### src/rtl/autotune_pkg.sv
package autotune_pkg;
  typedef enum logic [1:0] {
    MODE_DIFF   = 2'd0,
    MODE_HIST   = 2'd1,
    MODE_MINMAX = 2'd2,
    MODE_GRAB   = 2'd3
  } stat_mode_e;

  typedef enum logic [1:0] {
    RUN_IDLE = 2'd0,
    RUN_WAIT = 2'd1,
    RUN_MEAS = 2'd2
  } run_state_e;
endpackage

### src/rtl/at_sync_track.sv
module at_sync_track #(
  parameter int POS_W = 11
) (
  input  logic             clk,
  input  logic             rst_n,
  input  logic             hsync,
  input  logic             vsync,
  output logic             line_start,
  output logic             vs_rise,
  output logic             vs_fall,
  output logic             pix_ok,
  output logic [POS_W-1:0] cur_x,
  output logic [POS_W-1:0] cur_y,
  output logic [POS_W-1:0] line_len,
  output logic [POS_W-1:0] line_total
);
  function automatic logic [POS_W-1:0] sat_inc(input logic [POS_W-1:0] v);
    return (v == '1) ? v : v + POS_W'(1);
  endfunction

  logic             hs_q, vs_q, y_valid;
  logic [POS_W-1:0] x_reg, y_reg, len_reg;
  logic             hs_rise;

  assign hs_rise    = hsync & ~hs_q;
  assign line_start = hs_q & ~hsync & ~vsync;
  assign vs_rise    = vsync & ~vs_q;
  assign vs_fall    = vs_q & ~vsync;
  assign cur_x      = line_start ? '0 : x_reg;
  assign cur_y      = line_start ? (y_valid ? sat_inc(y_reg) : '0) : y_reg;
  assign pix_ok     = ~hsync & ~vsync & (y_valid | line_start);
  assign line_len   = len_reg;
  assign line_total = y_valid ? sat_inc(y_reg) : '0;

  always_ff @(posedge clk or negedge rst_n) begin
    if (!rst_n) begin
      hs_q    <= 1'b0;
      vs_q    <= 1'b0;
      y_valid <= 1'b0;
      x_reg   <= '0;
      y_reg   <= '0;
      len_reg <= '0;
    end else begin
      hs_q <= hsync;
      vs_q <= vsync;
      if (vs_fall) begin
        y_valid <= 1'b0;
        y_reg   <= '0;
      end else if (line_start) begin
        y_valid <= 1'b1;
        y_reg   <= cur_y;
      end
      if (pix_ok) x_reg <= sat_inc(cur_x);
      if (hs_rise) len_reg <= x_reg;
    end
  end
endmodule

### src/rtl/at_geom.sv
module at_geom #(
  parameter int POS_W = 11
) (
  input  logic             clk,
  input  logic             rst_n,
  input  logic             clr,
  input  logic             hit,
  input  logic [POS_W-1:0] px_x,
  input  logic [POS_W-1:0] px_y,
  output logic             any,
  output logic [POS_W-1:0] min_x,
  output logic [POS_W-1:0] max_x,
  output logic [POS_W-1:0] min_y,
  output logic [POS_W-1:0] max_y
);
  always_ff @(posedge clk or negedge rst_n) begin
    if (!rst_n) begin
      any   <= 1'b0;
      min_x <= '1;
      min_y <= '1;
      max_x <= '0;
      max_y <= '0;
    end else if (clr) begin
      any   <= 1'b0;
      min_x <= '1;
      min_y <= '1;
      max_x <= '0;
      max_y <= '0;
    end else if (hit) begin
      any <= 1'b1;
      if (px_x < min_x) min_x <= px_x;
      if (px_x > max_x) max_x <= px_x;
      if (px_y < min_y) min_y <= px_y;
      if (px_y > max_y) max_y <= px_y;
    end
  end
endmodule

### src/rtl/at_chan_stat.sv
module at_chan_stat import autotune_pkg::*; #(
  parameter int PIX_W = 8,
  parameter int ACC_W = 30
) (
  input  logic             clk,
  input  logic             rst_n,
  input  logic             clr,
  input  stat_mode_e       mode,
  input  logic             pix_ok,
  input  logic             first_px,
  input  logic [PIX_W-1:0] pix,
  input  logic [PIX_W-1:0] thr,
  input  logic             hist_above,
  input  logic             max_sel,
  output logic [ACC_W-1:0] acc
);
  function automatic logic [PIX_W-1:0] abs_gap(input logic [PIX_W-1:0] a,
                                               input logic [PIX_W-1:0] b);
    return (a > b) ? a - b : b - a;
  endfunction

  function automatic logic hist_hit(input logic [PIX_W-1:0] p,
                                    input logic [PIX_W-1:0] t,
                                    input logic above);
    return above ? (p >= t) : (p < t);
  endfunction

  function automatic logic [PIX_W-1:0] mm_pick(input logic [PIX_W-1:0] cur,
                                               input logic [PIX_W-1:0] p,
                                               input logic want_max);
    if (want_max) return (p > cur) ? p : cur;
    return (p < cur) ? p : cur;
  endfunction

  logic [PIX_W-1:0] prev;
  logic             have;

  always_ff @(posedge clk or negedge rst_n) begin
    if (!rst_n) begin
      acc  <= '0;
      prev <= '0;
      have <= 1'b0;
    end else if (clr) begin
      acc  <= '0;
      have <= 1'b0;
    end else if (pix_ok) begin
      prev <= pix;
      unique case (mode)
        MODE_DIFF:   if (!first_px) acc <= acc + ACC_W'(abs_gap(pix, prev));
        MODE_HIST:   if (hist_hit(pix, thr, hist_above)) acc <= acc + ACC_W'(1);
        MODE_MINMAX: begin
          acc  <= have ? ACC_W'(mm_pick(acc[PIX_W-1:0], pix, max_sel)) : ACC_W'(pix);
          have <= 1'b1;
        end
        default: ;
      endcase
    end
  end
endmodule

### src/rtl/autotune_stats.sv
module autotune_stats import autotune_pkg::*; #(
  parameter int PIX_W = 8,
  parameter int POS_W = 11,
  parameter int ACC_W = 30
) (
  input  logic             clk,
  input  logic             rst_n,
  input  logic             hsync,
  input  logic             vsync,
  input  logic             field_id,
  input  logic [PIX_W-1:0] pix_r,
  input  logic [PIX_W-1:0] pix_g,
  input  logic [PIX_W-1:0] pix_b,
  input  logic [PIX_W-1:0] cfg_ref_r,
  input  logic [PIX_W-1:0] cfg_ref_g,
  input  logic [PIX_W-1:0] cfg_ref_b,
  input  logic [1:0]       cfg_mode,
  input  logic [PIX_W-1:0] cfg_thr_r,
  input  logic [PIX_W-1:0] cfg_thr_g,
  input  logic [PIX_W-1:0] cfg_thr_b,
  input  logic             cfg_hist_above,
  input  logic             cfg_max_sel,
  input  logic [POS_W-1:0] cfg_grab_x,
  input  logic [POS_W-1:0] cfg_grab_y,
  input  logic             cfg_interlace,
  input  logic             cfg_burst,
  input  logic             cfg_start,
  output logic             busy,
  output logic [POS_W-1:0] geo_vbp,
  output logic [POS_W-1:0] geo_vact,
  output logic [POS_W-1:0] geo_vtot,
  output logic [POS_W-1:0] geo_hbp,
  output logic [POS_W-1:0] geo_hact,
  output logic [POS_W-1:0] geo_htot,
  output logic [ACC_W-1:0] res_r,
  output logic [ACC_W-1:0] res_g,
  output logic [ACC_W-1:0] res_b
);
  localparam int NCH    = 3;
  localparam int GRAB_W = NCH * PIX_W;

  logic             line_start, vs_rise, vs_fall, pix_ok;
  logic [POS_W-1:0] cur_x, cur_y, line_len, line_total;
  logic             any_nb;
  logic [POS_W-1:0] min_x, max_x, min_y, max_y;
  logic             non_black, grab_hit, latch_ev;
  logic [PIX_W-1:0] px  [NCH];
  logic [PIX_W-1:0] ref_c [NCH];
  logic [PIX_W-1:0] thr [NCH];
  logic [ACC_W-1:0] acc [NCH];
  logic [GRAB_W-1:0] grab_q;
  logic              fld_q;
  stat_mode_e        frame_mode;
  run_state_e        st;

  assign px[0] = pix_r;     assign px[1] = pix_g;     assign px[2] = pix_b;
  assign ref_c[0] = cfg_ref_r; assign ref_c[1] = cfg_ref_g; assign ref_c[2] = cfg_ref_b;
  assign thr[0] = cfg_thr_r; assign thr[1] = cfg_thr_g; assign thr[2] = cfg_thr_b;

  always_comb begin
    non_black = 1'b0;
    for (int c = 0; c < NCH; c++) non_black = non_black | (px[c] > ref_c[c]);
  end

  assign grab_hit = pix_ok && (cur_x == cfg_grab_x) && (cur_y == cfg_grab_y);
  assign latch_ev = vs_rise && (st == RUN_MEAS);

  at_sync_track #(.POS_W(POS_W)) u_sync (
    .clk(clk), .rst_n(rst_n), .hsync(hsync), .vsync(vsync),
    .line_start(line_start), .vs_rise(vs_rise), .vs_fall(vs_fall), .pix_ok(pix_ok),
    .cur_x(cur_x), .cur_y(cur_y), .line_len(line_len), .line_total(line_total)
  );

  at_geom #(.POS_W(POS_W)) u_geom (
    .clk(clk), .rst_n(rst_n), .clr(vs_rise), .hit(pix_ok & non_black),
    .px_x(cur_x), .px_y(cur_y), .any(any_nb),
    .min_x(min_x), .max_x(max_x), .min_y(min_y), .max_y(max_y)
  );

  for (genvar c = 0; c < NCH; c++) begin : g_chan
    at_chan_stat #(.PIX_W(PIX_W), .ACC_W(ACC_W)) u_stat (
      .clk(clk), .rst_n(rst_n), .clr(vs_rise), .mode(frame_mode),
      .pix_ok(pix_ok), .first_px(line_start), .pix(px[c]), .thr(thr[c]),
      .hist_above(cfg_hist_above), .max_sel(cfg_max_sel), .acc(acc[c])
    );
  end

  // run control and per-frame capture
  always_ff @(posedge clk or negedge rst_n) begin
    if (!rst_n) begin
      st         <= RUN_IDLE;
      busy       <= 1'b0;
      frame_mode <= MODE_DIFF;
      grab_q     <= '0;
      fld_q      <= 1'b0;
    end else begin
      busy <= cfg_start ? 1'b1 : (latch_ev ? 1'b0 : busy);
      unique case (st)
        RUN_IDLE: if (cfg_start) st <= RUN_WAIT;
        RUN_WAIT: if (vs_rise) st <= RUN_MEAS;
        default:  if (vs_rise && !cfg_burst) st <= cfg_start ? RUN_WAIT : RUN_IDLE;
      endcase
      if (vs_rise) frame_mode <= stat_mode_e'(cfg_mode);
      if (vs_fall) fld_q <= field_id;
      if (vs_rise) grab_q <= '0;
      else if (grab_hit) grab_q <= {pix_b, pix_g, pix_r};
    end
  end

  // result latch
  always_ff @(posedge clk or negedge rst_n) begin
    if (!rst_n) begin
      geo_vbp <= '0; geo_vact <= '0; geo_vtot <= '0;
      geo_hbp <= '0; geo_hact <= '0; geo_htot <= '0;
      res_r <= '0; res_g <= '0; res_b <= '0;
    end else if (latch_ev) begin
      geo_vbp  <= any_nb ? min_y : '0;
      geo_vact <= any_nb ? (max_y - min_y + POS_W'(1)) : '0;
      geo_hbp  <= any_nb ? min_x : '0;
      geo_hact <= any_nb ? (max_x - min_x + POS_W'(1)) : '0;
      geo_vtot <= line_total;
      geo_htot <= line_len;
      if (frame_mode == MODE_GRAB) begin
        res_b <= '0;
        if (!cfg_interlace) begin
          res_r <= ACC_W'(grab_q);
          res_g <= '0;
        end else if (fld_q) begin
          res_g <= ACC_W'(grab_q);
        end else begin
          res_r <= ACC_W'(grab_q);
        end
      end else begin
        res_r <= acc[0];
        res_g <= acc[1];
        res_b <= acc[2];
      end
    end
  end
endmodule

### config.mk
export PLATFORM = sky130hd
export DESIGN_NAME = autotune_stats
export DESIGN_NICKNAME = d
export VERILOG_FILES = /design/src/rtl/autotune_pkg.sv /design/src/rtl/at_sync_track.sv /design/src/rtl/at_geom.sv /design/src/rtl/at_chan_stat.sv /design/src/rtl/autotune_stats.sv
export SDC_FILE = /design/constraint.sdc
export NUM_CORES = 1
export LEC_CHECK = 0
export BUFFER_PORTS_ARGS = -buffer_cell sky130_fd_sc_hd__buf_2
export CORE_ASPECT_RATIO = 1.4
export CORE_MARGIN = 5
export CORE_UTILIZATION = 45
export CTS_CLUSTER_DIAMETER = 30
export DETAILED_ROUTE_END_ITERATION = 16
export PLACE_DENSITY = 0.74
export REMOVE_ABC_BUFFERS = 1
export SETUP_SLACK_MARGIN = 0.2
export SLEW_MARGIN = 30
export SYNTH_ARGS = -nofsm -noshare
export SYNTH_HDL_FRONTEND = slang
export SYNTH_SLANG_ARGS = --single-unit
### constraint.sdc
create_clock -name clk -period 4.3 [get_ports clk]
set_input_delay 0.645 -clock clk [delete_from_list [all_inputs] [get_ports clk]]
set_output_delay 0.645 -clock clk [all_outputs]
set_load 0.01 [all_outputs]
# After elaboration in Yosys (flattened, before gate mapping)
# Index checks and enable logic that the tools add are counted.
[totals] inputBits=106 output_inout_bits=157 register_bits=382 elab_cells=234
[op_classes] add_sub_neg=18 n_eq_ne=23 n_mux=86 n_reduce_logical=34 order_cmp=22 n_bitwise=16
[op_table] operator="two-way mux 30 bit" count=19
[op_table] operator="case mux 30 bit (3 select lines)" count=3
[op_table] operator="two-way mux 11 bit" count=23
[op_table] operator="two-way mux 8 bit" count=18
[op_table] operator="adder 30 x 1 -> 30 bit (second input constant)" count=3
[op_table] operator="adder 30 x 8 -> 30 bit" count=3
[op_table] operator="> comparator 8 bit" count=9
[op_table] operator="less-than comparator 8 bit" count=6
[op_table] operator="two-way mux 24 bit" count=2
[op_table] operator="subtractor 8 bit" count=6
[op_table] operator="adder 11 x 1 -> 11 bit (second input constant)" count=4
[op_table] operator=">= comparator 8 bit" count=3
[op_table] operator="equality test 11 bit" count=2
[op_table] operator="equality test 11 bit (second input constant)" count=2
[op_table] operator="> comparator 11 bit" count=2
[op_table] operator="less-than comparator 11 bit" count=2
[op_table] operator="subtractor 11 bit" count=2
[op_table] operator="nonzero test 2 bit" count=10
[op_table] operator="!= test 6 bit (second input constant)" count=3
[op_table] operator="AND reduction 6 bit" count=3
[op_table] operator="two-way mux 1 bit" count=17
[op_table] operator="AND reduction 2 bit" count=8
[op_table] operator="!= test 5 bit (second input constant)" count=3
[op_table] operator="AND reduction 4 bit" count=3
[op_table] operator="16 further kinds" count=43

# Depth between registers and ports, before layout
# Gate-level depths: netlist (run 1).
[logic_depth] ltp_word=12 depth_mapped=23 depth_no_buf=21

# Hierarchy
# A second synthesis (run 1) with hierarchy kept.
[unflattened] hier_cells=2948 hier_area_um2=25992.4
[by_module_without_submodules] mod="autotune_stats" area_each_um2=9566.7 instances=1 cells_each=1030 seq_area_each_um2=4654.5
[by_module_without_submodules] mod="at_chan_stat at g_chan[0].u_stat ..." area_each_um2=3703.6 instances=2 cells_each=458 seq_area_each_um2=975.9
[by_module_without_submodules] mod="at_chan_stat at g_chan[1].u_stat" area_each_um2=3769.9 instances=1 cells_each=447 seq_area_each_um2=975.9
[by_module_without_submodules] mod="at_geom" area_each_um2=3101.7 instances=1 cells_each=326 seq_area_each_um2=1153.6
[by_module_without_submodules] mod="at_sync_track" area_each_um2=2147.1 instances=1 cells_each=229 seq_area_each_um2=900.9

# Worst setup path after synthesis (run 1)
# OpenSTA, ideal clock, no wires.
[synth_timing] kind="input to register" from="input pix_b[0]" to="register g_chan[2].u_stat.acc[27]" stages=22 n_path_buf=2 arrival_ns=4.962 path_slack_ns=-0.798 setup_ns=0.136 required_ns=4.164 cell_sequence="inv_1 -> ha_1 -> inv_1 -> fa_1 -> a21o_1 -> a21oi_1 -> o22ai_1 -> o22a_1 -> clkbuf_1 -> mux2i_1 -> a21oi_1 -> o21ai_0 -> mux2_2 -> ha_1 -> or3_1 -> or3_1 -> o211a_1 -> and3_1 -> nand4_1 -> clkbuf_1 -> or3_1 -> a21oi_1"
[synth_between] elab_chain_len=7 elab_cells_between_ends=14 cone_classes="add/sub: 3; order compare: 3; eq/ne: 1; mux: 6; reduce/logical: 1"
[synth_rtl] element="start, declared" line_no="autotune_stats.sv:13" source="input logic [PIX_W-1:0] pix_b,"
[synth_rtl] element="subtractor 8 bit / > comparator 8 bit (equally long branches)" line_no="at_chan_stat.sv:19" source="return (a > b) ? a - b : b - a;"
[synth_rtl] element="two-way mux 8 bit" line_no="at_chan_stat.sv:19"
[synth_rtl] element="adder 30 x 8 -> 30 bit" line_no="at_chan_stat.sv:49" source="MODE_DIFF: if (!first_px) acc <= acc + ACC_W'(abs_gap(pix, prev));"
[synth_rtl] element="two-way mux 30 bit" line_no="at_chan_stat.sv:49"
[synth_rtl] element="case mux 30 bit (3 select lines)" line_no="at_chan_stat.sv:48" source="unique case (mode)"
[synth_rtl] element="two-way mux 30 bit" line_no="at_chan_stat.sv:46" source="end else if (pix_ok) begin"
[synth_rtl] element="two-way mux 30 bit" line_no="at_chan_stat.sv:43" source="end else if (clr) begin"
[synth_rtl] element="end signal, assigned" line_no="at_chan_stat.sv:49"
[synth_rtl] element="end signal, assigned" line_no="at_chan_stat.sv:50" source="MODE_HIST: if (hist_hit(pix, thr, hist_above)) acc <= acc + ACC_W'(1);"
[synth_rtl] element="end signal, assigned" line_no="at_chan_stat.sv:52" source="acc <= have ? ACC_W'(mm_pick(acc[PIX_W-1:0], pix, max_sel)) : ACC_W'(pix);"
[synth_rtl] element="end, declared" line_no="at_chan_stat.sv:15" source="output logic [ACC_W-1:0] acc"
# Several ways; a longest one is shown, not always the timed one. The select of a mux whose other input is x is not followed.
# A chain may end at the register's enable or synchronous reset.

# Worst setup path in the final report (run 1)
[layout_timing] from="register g_chan[2].u_stat.prev[0]" to="register g_chan[2].u_stat.acc[15]"
[layout_between] elab_chain_len=7 elab_cells_between_ends=9 cone_classes="add/sub: 3; order compare: 1; mux: 5"
[layout_rtl] element="start, declared" line_no="at_chan_stat.sv:35" source="logic [PIX_W-1:0] prev;"
[layout_rtl] element="start signal, assigned" line_no="at_chan_stat.sv:47" source="prev <= pix;"
[layout_rtl] element="subtractor 8 bit / > comparator 8 bit (equally long branches)" line_no="at_chan_stat.sv:19"
[layout_rtl] element="two-way mux 8 bit *" line_no="at_chan_stat.sv:19"
[layout_rtl] element="adder 30 x 8 -> 30 bit *" line_no="at_chan_stat.sv:49"
[layout_rtl] element="two-way mux 30 bit *" line_no="at_chan_stat.sv:49"
[layout_rtl] element="case mux 30 bit (3 select lines) *" line_no="at_chan_stat.sv:48"
[layout_rtl] element="two-way mux 30 bit *" line_no="at_chan_stat.sv:46"
[layout_rtl] element="two-way mux 30 bit *" line_no="at_chan_stat.sv:43"
# Every way passes the cells marked *; elsewhere a longest branch is shown, timed or not. The select of a mux whose other input is x is not followed.

==> impl_metrics.yaml, run 1 <==
outcome:
  outcome: "finished, violations left"
  violations: "setup timing"
critical_path:
  cp-start-kind: "register"
  slowest_stage: "a221o_1"
  cp-end-kind: "register"
  path_class: "register to register"
  path_depth: 21
  r2r_cells: 21
  cp_top_family: "compound AO/OA/AOI/OAI gates"
  cp.arrival_ps: 5040
  path_buf_inv: 3
  crit_required_ps: 4830
  max_stage_delay_ps: 360
  cp_max_fo: 8
  cp_cell_sequence: "ha_2 -> inv_2 -> fa_2 -> a21o_1 -> a21oi_2 -> o22ai_1 -> o22a_2 -> mux2_4 -> a221o_1 -> nand2_1 -> o211ai_1 -> ha_2 -> nor2b_4 -> o21a_1 -> o211a_1 -> and3_4 -> nand4_1 -> buf_4 -> clkbuf_16 -> or3_4 -> a21oi_2"
clock_tree:
  cts_hold_buf: 0
  clk_pin_slew_worst_paths_ps: 50
  clock_path_buffers: 3
  cts_tree: "done"
  root_buffer: "clkbuf_16"
  clk-insertion-delay-late_ps: 610
  numCtsBuffers: 80
  cts.sink_count: 382
  htree_levels: 3
global_routing:
  antenna_found_initial: 6
  gr-total-overflow: 0
  grtUsageTotal: 0.2487
  grt_max_degree: 152
  grt_pass1_wl_um: 120200
  first_global_vias: 22700
finish:
  fin_nets: 3586
  mostFrequentLayoutCells: "nand2_1 (365), dfrtp_1 (360), buf_2 (261)"
  syn2layout_area_growth_pct: 31.60
  largest_register_ffs: 90
  finish.utilization: 0.5977
  finalNonFillerCells: 4031
  drive_above_1_share: 0.2757
  final_area_um2: 32400
  top_register: "g_chan.u_stat.acc"
  layout.cells.most_common: "nand2_1"
place:
  placed_area_um2: 28310
  pre_cts_ws_ps: -875.4
  dp_cells: 3837
  io_buffers: 262
  gp_congestion: 0.9327
  dp_hpwl_um: 55460
synth:
  synth-compound-area-share: 0.1733
  synth_fa_ha_area_frac: 0.1243
  synth_top_family_by_area: "compound AO/OA/AOI/OAI gates"
  synth_seq_cells: 382
  synth-edff-count: 0
  synth_async_sr_flop_share: 1.000
  yosys.area_share.simple: 0.1604
  synthCells: 2741
  synth_area_um2: 24620
  yosysUniqueCellTypes: 86
  synth_mux_area_frac: 0.06773
  synth_warnings: 0
  syn_avg_cell_area_um2: 8.983
  yosysSeqAreaShare: 0.3893
  ys.flop_type: "dfrtp_1"
  synthXorXnorAreaFrac: 0.02561
sta:
  finClkSkew_ps: 26.32
  setup_ws_ps: -207.7
  worst_pin_slew_ps: 1103
  finalCritPeriodShare: 1.048
  min_period_ps: 4508
  relSlewSlack: 0.2632
  hold_viol: 0
  setup_viol: 21
  slew_viol_final: 0
  holdWs_ps: 84.47
  clock.fmax_ghz: 0.2218
  rsz0062_at_grt: "true"
  tns_ps: -2766
routing:
  drt-wirelength-per-cell_um: 18.99
  vias: 22410
  wl_um: 76560
  drtIter0Drc: 1144
  viasPerCell: 5.558
  post-route-drc-count: 0
  dr.pass1.iters: 5
  postRouteAntennaNets: 0
floorplanning:
  die_area_um2: 59560
  row_count: 101
  initial_utilization: 0.4542
  die_width_um: 207.7
  die_y_um: 286.8
  io_pins: 263
  core_area_um2: 54210
pwr:
  vdd_drop_max_uv: 354.3
  power-per-cell-area_nw_per_um2: 534.1
  fin_total_pwr_mw: 17.31
  p_leak_nw: 16.00
flow_run:
  drv_cap: 0
hold_path:
  min_path_type: "input pin to async pin"
==> cell type report <==
cell class | instances | area (um2)
well taps | 721 | 902.1
clock buffers | 96 | 2165
fillers | 4619 | 21810
clock inverters | 52 | 699.4
repair buffers | 545 | 3712
flip-flops and latches | 382 | 9587
diodes | 2 | 5.005
inverters | 255 | 957.2
multi-input cells | 1978 | 14380
==> synth_stat cells, types with 60 or more instances <==
cell type | n | area (um2)
ha_1 | 227 | 2840
inv_1 | 255 | 957.2
dfrtp_1 | 360 | 9009
mux2i_1 | 116 | 1161
nand2_1 | 369 | 1385
a21o_1 | 60 | 450.4
a21oi_1 | 136 | 680.7
clkbuf_1 | 103 | 386.6
o21ai_0 | 234 | 1171
nor2_1 | 117 | 439.2
nand3_1 | 60 | 300.3
o31ai_1 | 72 | 540.5
==> power by group <==
part	leakage [nW]	switching (mW)	total [mW]	internal [mW]
registers	5.09	0.430	4.62	4.19
logic	9.53	3.15	6.11	2.97
clock network	1.38	2.16	6.57	4.41
==> final timing paths <==
kind	end	startpoint	slack [ps]
min in group clk	u_sync.hs_q	hsync	230
min reg2reg	geo_htot[2]	u_sync.line_len[2]	450
max in group asynchronous	g_chan[0].u_stat.prev[1]	rst_n	3120
max reg2reg	g_chan[2].u_stat.acc[15]	g_chan[2].u_stat.prev[0]	-210
max	g_chan[2].u_stat.acc[15]	g_chan[2].u_stat.prev[0]	-210
min	res_r[14]	rst_n	80
==> cells by family after synthesis <==
family	count (synthesis)
simple gates	826
compound gates	681
flops	382
buf+inv	381
fa+ha+maj	238
mux	161
xor+xnor	72
==> layer usage <==
metal / up-vias / track usage / share of wire
met1: 10710 / 0.2845 / 0.39
met3: 260 / 0.04968 / 0.059
met5: - / 0 / 0.00060
met2: 747 / 0.4353 / 0.49
li1: 10690 / - / -
met4: 8 / 0.1405 / 0.059
==> worst reg2reg max path, stage by stage (launching register included) <==
cell and delay, ps:
dfrtp_1 350, ha_2 190, inv_2 40, fa_2 330
a21o_1 170, a21oi_2 150, o22ai_1 90, o22a_2 260
mux2_4 340, a221o_1 360, nand2_1 70, o211ai_1 100
ha_2 340, nor2b_4 130, o21a_1 140, o211a_1 180
and3_4 200, nand4_1 160, buf_4 210, clkbuf_16 170
or3_4 330, a21oi_2 120
==> repair_timing <==
action / CTS / global route
pin swaps: 40 / 89
endpoints found under the setup margin: 61 / 69
gates resized for setup: 68 / 142
buffers inserted: 19 / 21
cloned: 2 / 2
Power figures use the tool's default switching activity.
==> run 2, diff against run 1 <==
--- a/config.mk
+++ b/config.mk
@@ -8,10 +8,10 @@
 export BUFFER_PORTS_ARGS = -buffer_cell sky130_fd_sc_hd__buf_2
 export CORE_ASPECT_RATIO = 1.4
 export CORE_MARGIN = 5
-export CORE_UTILIZATION = 45
+export CORE_UTILIZATION = 41
 export CTS_CLUSTER_DIAMETER = 30
 export DETAILED_ROUTE_END_ITERATION = 16
-export PLACE_DENSITY = 0.74
+export PLACE_DENSITY = 0.69
 export REMOVE_ABC_BUFFERS = 1
 export SETUP_SLACK_MARGIN = 0.2
 export SLEW_MARGIN = 30
==> run 2 against run 1 <==
Effect of this change: the run still ends with setup timing left; setup slack worse by 4.7 ps; non-clock buffer count is 9 higher; register-to-register slack hardly changed; design area hardly changed; global-route usage is 1.5 points lower; routed wire length is 2.4% higher; clock skew is 12 ps higher; critical endpoint is now g_chan[0].u_stat.acc[18]; largest power group unchanged.
==> impl_metrics.yaml, run 2 (same netlist as run 1, synthesis figures left out) <==
critical_path:
  slowest_stage: "a221o_1"
  path_buf_inv: 2
  cp.arrival_ps: 5070
  cp-start-kind: "register"
  max_stage_delay_ps: 400
  path_class: "register to register"
  cp_max_fo: 15
  cp_top_family: "compound AO/OA/AOI/OAI gates"
  crit_required_ps: 4860
  cp-end-kind: "register"
  cp_cell_sequence: "ha_2 -> inv_2 -> fa_2 -> a21o_1 -> a21oi_2 -> o22ai_1 -> o22a_2 -> mux2_4 -> a221o_1 -> o211ai_1 -> ha_2 -> or3_1 -> o21ai_2 -> or3_4 -> a2111o_1 -> buf_6 -> or3_1 -> a21oi_2"
routing:
  viasPerCell: 5.481
  dr.pass1.iters: 5
  vias: 22400
  post-route-drc-count: 0
  wl_um: 78390
  postRouteAntennaNets: 0
  drtIter0Drc: 1355
  drt-wirelength-per-cell_um: 19.18
clock_tree:
  clock_path_buffers: 3
  root_buffer: "clkbuf_16"
  clk-insertion-delay-late_ps: 630
  htree_levels: 3
  clk_pin_slew_worst_paths_ps: 60
  cts_hold_buf: 0
  numCtsBuffers: 83
  cts.sink_count: 382
  cts_tree: "done"
place:
  pre_cts_ws_ps: -813.9
  dp_hpwl_um: 57750
  io_buffers: 262
  gp_congestion: 0.9386
finish:
  drive_above_1_share: 0.2744
  mostFrequentLayoutCells: "nand2_1 (366), dfrtp_1 (360), buf_2 (262)"
  finish.utilization: 0.5428
  fin_nets: 3598
  layout.cells.most_common: "nand2_1"
  syn2layout_area_growth_pct: 31.57
  fillers: 5414
  top_register: "g_chan.u_stat.acc"
  largest_register_ffs: 90
sta:
  hold_viol: 0
  min_period_ps: 4512
  slew_viol_final: 0
  setup_ws_ps: -212.5
  worst_pin_slew_ps: 938.8
  finalCritPeriodShare: 1.049
  rsz0062_at_grt: "true"
  finClkSkew_ps: 38.54
  clock.fmax_ghz: 0.2216
  setup_viol: 23
  holdWs_ps: 59.19
  relSlewSlack: 0.3728
floorplanning:
  die_y_um: 300.0
  die_width_um: 217.1
  row_count: 106
  core_area_um2: 59680
  initial_utilization: 0.4126
  io_pins: 263
  die_area_um2: 65130
global_routing:
  gr-total-overflow: 0
  grt_max_degree: 97
  grtUsageTotal: 0.2333
  first_global_vias: 22800
  grt_pass1_wl_um: 122000
  antenna_found_initial: 10
outcome:
  outcome: "finished, violations left"
  violations: "setup timing"
flow_run:
  drv_cap: 0
pwr:
  power-per-cell-area_nw_per_um2: 534.7
  vdd_drop_max_uv: 395.7
  p_leak_nw: 16.04
hold_path:
  min_path_type: "input pin to async pin"
==> run 2: cell count changes in the layout (fill, tap and decap cells not counted), sizes merged <==
cell      previous run  this run
buf                542       553
bufinv              13         7
clkbuf              99       103
clkinv              16        20
diode                2         6
clkinvlp             9        12
==> run 2: where the power goes <==
part	switching [mW]	leakage, nW	internal, mW	total [mW]
Combinational	3.16	9.55	2.95	6.11
Clock	2.31	1.40	4.28	6.59
Sequential	0.430	5.09	4.19	4.62
==> run 2: layer usage <==
| metal | wire length [um] | track usage | up-vias |
|---|---|---|---|
| met5 | 39 | 0 | - |
| met4 | 4077 | 0.1249 | 8 |
| met3 | 4108 | 0.04260 | 226 |
| met2 | 38990 | 0.4017 | 642 |
| met1 | 31170 | 0.2761 | 10810 |
| li1 | - | - | 10710 |
==> run 2: worst paths after layout <==
kind | startpoint | end | slack, ps | cells past startpoint
worst max-delay path | g_chan[0].u_stat.prev[0] | g_chan[0].u_stat.acc[18] | -210 | 18
worst min-delay path | rst_n | res_g[12] | 60 | 1
worst max register to register | g_chan[0].u_stat.prev[0] | g_chan[0].u_stat.acc[18] | -210 | 18
worst min register to register | geo_vact[2] | geo_vact[2] | 460 | 2
max in group asynchronous | rst_n | u_geom.min_y[4] | 3260 | 2
min in group clk | hsync | u_sync.hs_q | 250 | 1
==> run 2: stage by stage <==
stage	std cells	cell area [um2]	total power [mW]	TNS, ps
4_1_cts	4052	31680	16.88	-1429
3_3_place_gp	3886	28450	9.916	-30460
3_5_place_dp	3886	28460	10.04	-35380
5_1_grt	4085	32390	18.34	-8209
2_1_floorplan	2615	24120	7.801	-253480
6_report	4086	32400	17.32	-2075
==> run 2: repair_timing <==
item,4_1_cts,5_1_grt
setup endpoints to repair,63,67
gates cloned,2,2
endpoints found under the hold margin,0,0
pin swaps,49,66
buffers inserted,9,26
gates resized for setup,58,120
==> run 2: area by class of cell <==
class                   count  area, um2  area share
clock inverters            53      645.6     0.01993
inverters                 255      957.2     0.02955
diodes                      6      15.01   0.0004635
multi-input cells        1978      14250      0.4399
clock buffers             102       2281     0.07041
repair buffers            554       3715      0.1147
flip-flops and latches    382       9587      0.2959
well taps                 756      945.9     0.02920
